**config.mk**
```make
export PLATFORM = sky130hd
export DESIGN_NAME = stream_rate_limiter
export DESIGN_NICKNAME = d
export VERILOG_FILES = /design/src/rtl/rlim_pkg.sv /design/src/rtl/rlim_lane_count.sv /design/src/rtl/rlim_credit.sv /design/src/rtl/rlim_gate.sv /design/src/rtl/stream_rate_limiter.sv
export SDC_FILE = /design/constraint.sdc
export NUM_CORES = 1
export LEC_CHECK = 0
export ABC_AREA = 0
export CAP_MARGIN = 20
export CORE_MARGIN = 2
export CORE_UTILIZATION = 46
export DETAILED_ROUTE_END_ITERATION = 12
export GPL_ROUTABILITY_DRIVEN = 1
export PLACE_DENSITY = 0.83
export SYNTH_ARGS = -nofsm -noshare
export SYNTH_HDL_FRONTEND = slang
export SYNTH_HIERARCHICAL = 1
export SYNTH_SLANG_ARGS = --single-unit
```
**constraint.sdc**
```tcl
create_clock -name clk -period 13.52 [get_ports clk]
set_clock_uncertainty 0.1 [all_clocks]
set_input_delay 3.38 -clock clk [delete_from_list [all_inputs] [get_ports clk]]
set_output_delay 3.38 -clock clk [all_outputs]
set_load 0.05 [all_outputs]
```
**src/rtl/rlim_pkg.sv**
```systemverilog
package rlim_pkg;

    typedef enum logic {
        RL_STREAM = 1'b0,
        RL_FRAME  = 1'b1
    } rl_mode_e;

    typedef struct packed {
        logic in_frame;
    } rl_gate_st_t;

endpackage

```
**src/rtl/rlim_lane_count.sv**
```systemverilog
module rlim_lane_count #(
    parameter int LANES = 8,
    parameter int CNT_W = $clog2(LANES + 1)
) (
    input  logic [LANES-1:0] lanes,
    output logic [CNT_W-1:0] count
);

    generate
        if (LANES == 1) begin : g_single
            assign count = lanes;
        end else begin : g_multi
            always_comb begin
                count = '0;
                for (int i = 0; i < LANES; i++) begin
                    count = count + CNT_W'(lanes[i]);
                end
            end
        end
    endgenerate

endmodule

```
**src/rtl/rlim_credit.sv**
```systemverilog
module rlim_credit #(
    parameter int RATE_W          = 8,
    parameter int LANES           = 8,
    parameter int BURST_BEATS     = 2,
    parameter int MAX_FRAME_BYTES = 4096,
    parameter int CNT_W           = $clog2(LANES + 1)
) (
    input  logic              clk,
    input  logic              rst,
    input  logic [RATE_W-1:0] rate_num,
    input  logic [RATE_W-1:0] rate_denom,
    input  logic              take,
    input  logic [CNT_W-1:0]  take_bytes,
    output logic              credit_ok
);

    localparam int CW = RATE_W + $clog2(MAX_FRAME_BYTES + 1) + 3;
    localparam logic signed [CW-1:0] FLOOR = {2'b11, {(CW-2){1'b0}}};

    typedef struct packed {
        logic signed [CW-1:0] credit;
    } cr_st_t;

    cr_st_t st_d, st_q;
    logic [CW-1:0]        earn_u, cost_u;
    logic signed [CW-1:0] ceil_s, sum_s;

    always_comb begin
        st_d   = st_q;
        earn_u = CW'(rate_num) * CW'(LANES);
        cost_u = take ? CW'(rate_denom) * CW'(take_bytes) : '0;
        ceil_s = $signed(CW'(rate_denom) * CW'(LANES * BURST_BEATS));
        sum_s  = st_q.credit + $signed(earn_u) - $signed(cost_u);
        if (sum_s > ceil_s) begin
            st_d.credit = ceil_s;
        end else if (sum_s < FLOOR) begin
            st_d.credit = FLOOR;
        end else begin
            st_d.credit = sum_s;
        end
    end

    always_ff @(posedge clk) begin
        if (rst) begin
            st_q <= '0;
        end else begin
            st_q <= st_d;
        end
    end

    assign credit_ok = ~st_q.credit[CW-1];

    a_r1_cleared_after_reset: assert property (@(posedge clk) disable iff (rst)
        $fell(rst) |-> st_q.credit == '0);

    a_r7_credit_ceiling: assert property (@(posedge clk) disable iff (rst)
        st_q.credit <= $past(ceil_s));

endmodule

```
**src/rtl/rlim_gate.sv**
```systemverilog
module rlim_gate
    import rlim_pkg::*;
(
    input  logic     clk,
    input  logic     rst,
    input  rl_mode_e mode,
    input  logic     credit_ok,
    input  logic     beat_xfer,
    input  logic     beat_last,
    output logic     permit
);

    rl_gate_st_t st_d, st_q;

    always_comb begin
        st_d = st_q;
        if (beat_xfer) begin
            st_d.in_frame = ~beat_last;
        end
        permit = ~rst & (((mode == RL_FRAME) & st_q.in_frame) | credit_ok);
    end

    always_ff @(posedge clk) begin
        if (rst) begin
            st_q <= '0;
        end else begin
            st_q <= st_d;
        end
    end

endmodule

```
**src/rtl/stream_rate_limiter.sv**
```systemverilog
module stream_rate_limiter
    import rlim_pkg::*;
#(
    parameter int DATA_W          = 64,
    parameter int USER_W          = 1,
    parameter int RATE_W          = 8,
    parameter int BURST_BEATS     = 2,
    parameter int MAX_FRAME_BYTES = 4096
) (
    input  logic                clk,
    input  logic                rst,
    input  logic [RATE_W-1:0]   rate_num,
    input  logic [RATE_W-1:0]   rate_denom,
    input  logic                frame_mode,
    input  logic [DATA_W-1:0]   s_data,
    input  logic [DATA_W/8-1:0] s_keep,
    input  logic                s_valid,
    output logic                s_ready,
    input  logic                s_last,
    input  logic [USER_W-1:0]   s_user,
    output logic [DATA_W-1:0]   m_data,
    output logic [DATA_W/8-1:0] m_keep,
    output logic                m_valid,
    input  logic                m_ready,
    output logic                m_last,
    output logic [USER_W-1:0]   m_user
);

    localparam int LANES = DATA_W / 8;
    localparam int CNT_W = $clog2(LANES + 1);

    logic             permit;
    logic             credit_ok;
    logic             beat_xfer;
    logic [CNT_W-1:0] beat_bytes;

    rlim_lane_count #(
        .LANES (LANES),
        .CNT_W (CNT_W)
    ) u_count (
        .lanes (s_keep),
        .count (beat_bytes)
    );

    rlim_credit #(
        .RATE_W          (RATE_W),
        .LANES           (LANES),
        .BURST_BEATS     (BURST_BEATS),
        .MAX_FRAME_BYTES (MAX_FRAME_BYTES),
        .CNT_W           (CNT_W)
    ) u_credit (
        .clk        (clk),
        .rst        (rst),
        .rate_num   (rate_num),
        .rate_denom (rate_denom),
        .take       (beat_xfer),
        .take_bytes (beat_bytes),
        .credit_ok  (credit_ok)
    );

    rlim_gate u_gate (
        .clk       (clk),
        .rst       (rst),
        .mode      (rl_mode_e'(frame_mode)),
        .credit_ok (credit_ok),
        .beat_xfer (beat_xfer),
        .beat_last (s_last),
        .permit    (permit)
    );

    assign beat_xfer = s_valid & m_ready & permit;
    assign m_valid   = s_valid & permit;
    assign s_ready   = m_ready & permit;
    assign m_data    = s_data;
    assign m_keep    = s_keep;
    assign m_last    = s_last;
    assign m_user    = s_user;

    a_r2_valid_follows_input: assert property (@(posedge clk) disable iff (rst)
        m_valid |-> s_valid);

    a_r2_ready_follows_sink: assert property (@(posedge clk) disable iff (rst)
        s_ready |-> m_ready);

    a_r5_stream_blocks_on_debt: assert property (@(posedge clk) disable iff (rst)
        (!frame_mode && !credit_ok) |-> !m_valid);

    a_r6_no_mid_frame_stall: assert property (@(posedge clk) disable iff (rst)
        (frame_mode && $past(frame_mode) && $past(s_valid && s_ready && !s_last)
         && s_valid && m_ready) |-> s_ready);

endmodule

```
-- Word level (Yosys, flattened, before mapping)
Cells that the tools add are included.
- bits in registers: 25
- bitwise logic cells: 10
- multiply operators: 1
- reductions and logical operators: 2
- muxes and demuxes: 3
- add/sub/neg operators: 9
- $lt $le $gt $ge: 2
- operator list (operator ; number):
    $add A24 B12 Y24 ; 1
    $add A4 B1 Y4 ; 6
    $gt A24 B13 Y1 ; 1
    $lt A24 B23 Y1 const B ; 1
    $mux W12 ; 2
    $mux W24 ; 1
    $sub A24 B24 Y24 ; 1
    $mul A8 B4 Y12 ; 1
    $and A1 B1 Y1 ; 6
    $not A1 Y1 ; 3
    $reduce_or A3 Y1 ; 1
    $add A1 B1 Y2 ; 1
    $reduce_or A2 Y1 ; 1
    $or A1 B1 Y1 ; 1

-- Longest topological paths before layout
- depth in word-level cells: 13
- gate-level depth with buffers: 41
- depth with buffers taken out: 39

-- Modules after synthesis
The synthesis kept the hierarchy.
- by module, submodules not included (module ; area an instance (um^2) ; instances ; seq. area each (um^2) ; cells each):
    rlim_credit ; 3736.1 ; 1 ; 480.5 ; 461
    stream_rate_limiter ; 576.8 ; 1 ; 0.0 ; 77
    rlim_lane_count ; 190.2 ; 1 ; 0.0 ; 24
    rlim_gate ; 45.0 ; 1 ; 20.0 ; 5

-- Worst setup path before layout
OpenSTA, ideal clock, no wires.
- path kind: input port to flip-flop
- start: input port s_keep[0]
- end: register u_credit/st_q[12] in the netlist's numbering
- data arrival time: 11.613 ns
- data required time: 13.340 ns
- library setup time: 0.080 ns
- stages: 38
- slack: 1.727 ns
- path buffers: 2
- path through: inv_1 -> fa_1 -> fa_1 -> fa_1 -> inv_1 -> ha_1 -> inv_1 -> fa_1 -> xnor2_1 -> nand2_1 -> fa_1 -> inv_1 -> fa_1 -> fa_1 -> a21o_1 -> a21oi_1 -> o21bai_1 -> a21oi_1 -> (+2 left out) -> xnor2_1 -> and2_1 -> fa_1 -> inv_1 -> ha_1 -> buf_2 -> o21a_1 -> a21oi_2 -> nand2_1 -> xor2_1 -> ha_1 -> nand4_1 -> nor4_1 -> nor2_1 -> nor4b_2 -> nand4b_1 -> buf_4 -> a211oi_2
- cells in the longest elaborated chain, start to end: 12
- ends and longest elaborated chain (item ; RTL line ; text):
    start: declaration ; stream_rate_limiter.sv:16 ; input logic [DATA_W/8-1:0] s_keep,
    $add A1 B1 Y2 (*) ; rlim_lane_count.sv:16 ; count = count + CNT_W'(lanes[i]);
    $add A4 B1 Y4 (*) (6 in a row) ; rlim_lane_count.sv:16 ;
    via beat_bytes[2] ; stream_rate_limiter.sv:35 ; logic [CNT_W-1:0] beat_bytes;
    $mul A8 B4 Y12 (*) ; rlim_credit.sv:31 ; cost_u = take ? CW'(rate_denom) * CW'(take_bytes) : '0;
    $mux W12 (*) ; rlim_credit.sv:31 ;
    $sub A24 B24 Y24 (*) ; rlim_credit.sv:33 ; sum_s = st_q.credit + $signed(earn_u) - $signed(cost_u);
    $lt A24 B23 Y1 or $gt A24 B13 Y1 (tied branches) ; rlim_credit.sv:36, rlim_credit.sv:34 ;
    $reduce_or A3 Y1 (no source line) ; n/a ;
    end signal: assignment ; rlim_credit.sv:47 ; st_q <= st_d;
    end: declaration ; rlim_credit.sv:24 ; cr_st_t st_d, st_q;
Mark *: on every way through the listed nets, which the timed path passes. The rest lies on a longest branch.
A chain may end at the register's enable or synchronous reset.

-- Worst setup path in the final report
- start: input port s_keep[0]
- end: register u_credit/st_q[13] in the netlist's numbering
The elaborated chain is that of the path after synthesis.

==> results.json <==
{
  "setup_tns_ps": 0,
  "insertion_delay_ps": 270,
  "grt_pass1_wl_um": 16000,
  "root_buffer": "clkbuf_8",
  "post-route-period-util_pct": 95.1,
  "dp_hpwl_um": 8210,
  "area_growth_pct": 0.605,
  "setup_viol": 0,
  "outcome": "finished, final reports clean",
  "synth-edff-count": 0,
  "ant_nets": 0,
  "grt_antenna_before_repair": 0,
  "routed_wirelength_um": 9820,
  "initialDrtViolationCount": 202,
  "vias_per_cell": 5.31,
  "max_freq_mhz": 77.8,
  "synth_compound_area_share_pct": 20.6,
  "vias": 3527,
  "synth_xor_area_share_pct": 5.01,
  "coreArea_mm2": 0.00968,
  "switching_share_pct": 54.6,
  "fp-row-count": 36,
  "regToRegSetupSlack_ps": 7990,
  "maxCapViolCount": 0,
  "synth-seq-cells": 25,
  "regArea_um2": 500,
  "startpoint_type": "input pin",
  "ios": 171,
  "cp.required_ps": 13610,
  "yosys.area_share.simple_pct": 14.9,
  "clockBufferDepth": 2,
  "endpoint_kind": "flop",
  "layout_min_cycle_time_ps": 12850,
  "worstMarginPinSlew_ps": 541,
  "num_antenna_cells": 0,
  "die-area_mm2": 0.0107,
  "slowest_stage": "fa_1",
  "clock_sinks": 25,
  "die_h_um": 103,
  "synth_top_family_by_area": "adder cells",
  "pwr-share-comb_pct": 87.7,
  "avgSynthCellArea_um2": 8.02,
  "first_global_vias": 3456,
  "io_buffers": 40,
  "multi_input_area_mm2": 0.00310,
  "drtPass1Iterations": 5,
  "synthMuxAreaShare_pct": 2.01,
  "syn-instance-count": 567,
  "critical_path.max_stage_delay_ps": 550,
  "place.gp.congestion": 0.899,
  "cts_buffers": 3,
  "slew_headroom_pct": 64.0,
  "fin_total_pwr_mw": 1.27,
  "cts_hold_buf": 0,
  "arrival_ps": 12950,
  "cts.clk_slew.worst_paths_ps": 100,
  "clockPowerShare_pct": 3.7,
  "grt_max_degree": 19,
  "synth_nets": 740,
  "path_common_cell": "fa_1",
  "ys_warn_count": 6,
  "nets": 705,
  "start_util_pct": 47.0,
  "critPathMaxFanout": 10,
  "cts_max_level": 1,
  "grt_overflow": 0,
  "die_w_um": 103,
  "ys.flop_type": "dfxtp_1",
  "maxSlewViolCount": 0,
  "crit_type": "input pin to flop",
  "cts_post_setup_buffers_inserted": 0,
  "p_int_uw": 578,
  "drc": 0,
  "routedWlPerCell_um": 14.8,
  "worstHoldPathType": "flop to flop",
  "fill_cells": 891,
  "cts_tree": "yes",
  "hold_violations": 0,
  "cellPowerDensity_mw_per_mm2": 278,
  "async_flop_share_pct": 0,
  "ys_types": 62,
  "p_sw_uw": 694,
  "ir_worst_vdd_uv": 98.4,
  "yosysSeqAreaShare_pct": 11.0,
  "synthAdderAreaFrac_pct": 25.6,
  "power.leakage_nw": 2.15,
  "ctsResizeCount": 0,
  "p_seq_share_pct": 8.6,
  "synth.cell_area_mm2": 0.00455,
  "track_usage_pct": 18.5,
  "drive_gt1_share_pct": 5.65,
  "grt_setup_unrepaired": "false"
}
-- power by group through the flow --
stage	registers [mW]	clock network [mW]	logic [mW]
2_1_floorplan	0.107	0	0.923
3_3_place_gp	0.110	0	1.06
3_5_place_dp	0.111	0	1.09
4_1_cts	0.109	0.0478	1.10
5_1_grt	0.112	0.0507	1.23
6_report	0.109	0.0470	1.12
-- routing by layer --
layer	routed length, um	global-route usage, %	up-vias
li1	-	-	1740
met2	4770	32.9	114
met1	4260	24.0	1645
met4	212	6.38	0
met5	0	0	-
met3	581	0.806	28
-- cells in the final DEF (no fill, tap or decap), types with 8 or more instances in the layout --
cell / Yosys / final
a21o_1: 9 / 9
a21oi_1: 38 / 38
and2_1: 34 / 34
and3_1: 9 / 9
clkdlybuf4s50_1: 0 / 40
dfxtp_1: 25 / 25
fa_1: 25 / 25
ha_1: 53 / 53
inv_1: 90 / 90
mux2i_1: 8 / 8
nand2_1: 43 / 43
nor2_1: 20 / 20
o21ai_0: 17 / 17
xnor2_1: 18 / 18
xor2_1: 8 / 8
-- worst max-delay path: cells and delay by family --
kind	cells	cell delay, ps
fa+ha+maj	11	4600
compound gates	9	1670
simple gates	8	1640
buf+inv	7	960
xor+xnor	3	690
-- flip-flops by register name (all words and copies together) (netlist names) --
signal,cells
u_credit/st_q,24
u_gate/st_q,1
-- cells in the mapped netlist (all sizes together) (9+ instances only) --
master	n	area, um2
inv	90	338
buf	79	596
ha	53	663
nand2	43	161
a21oi	42	233
and2	36	228
dfxtp	25	500
fa	25	500
nor2	20	75.1
o21ai	19	98.8
xnor2	18	158
a211oi	9	92.6
a21o	9	67.6
and3	9	56.3
-- kinds of logic (layout without fill, tap and decap cells) --
kind of cell / Yosys count / count (layout)
buf+inv: 174 / 138
simple gates: 132 / 132
compound gates: 123 / 123
fa+ha+maj: 78 / 78
xor+xnor: 26 / 26
flops: 25 / 25
mux: 9 / 9
-- per-stage QoR --
step	hold WS (ps)	utilization [%]	setup WS, ps	std cells	cell area, um2
final	432	47.2	666	664	4580
after global routing	457	47.2	39.5	664	4580
after CTS	434	47.2	487	663	4570
after detailed placement	419	46.7	181	659	4520
after global placement	410	46.7	621	659	4520
after floorplan	391	-	1730	567	4550
-- worst paths after layout --
path / start / endpoint / cells past startpoint
max: s_keep[0] / u_credit/st_q[13] / 38
min: u_gate/st_q / u_gate/st_q / 2
max reg2reg: u_credit/st_q[23] / u_credit/st_q[13] / 23
min reg2reg: u_gate/st_q / u_gate/st_q / 2
-- area by class of cell --
type	instances	area share, %
flip-flops and latches	25	10.9
inverters	91	7.47
clock buffers	3	0.902
repair buffers	43	9.24
multi-input cells	368	67.7
well taps	133	3.64
clock inverters	1	0.164
No activity file was read; power rests on OpenSTA's default activity.
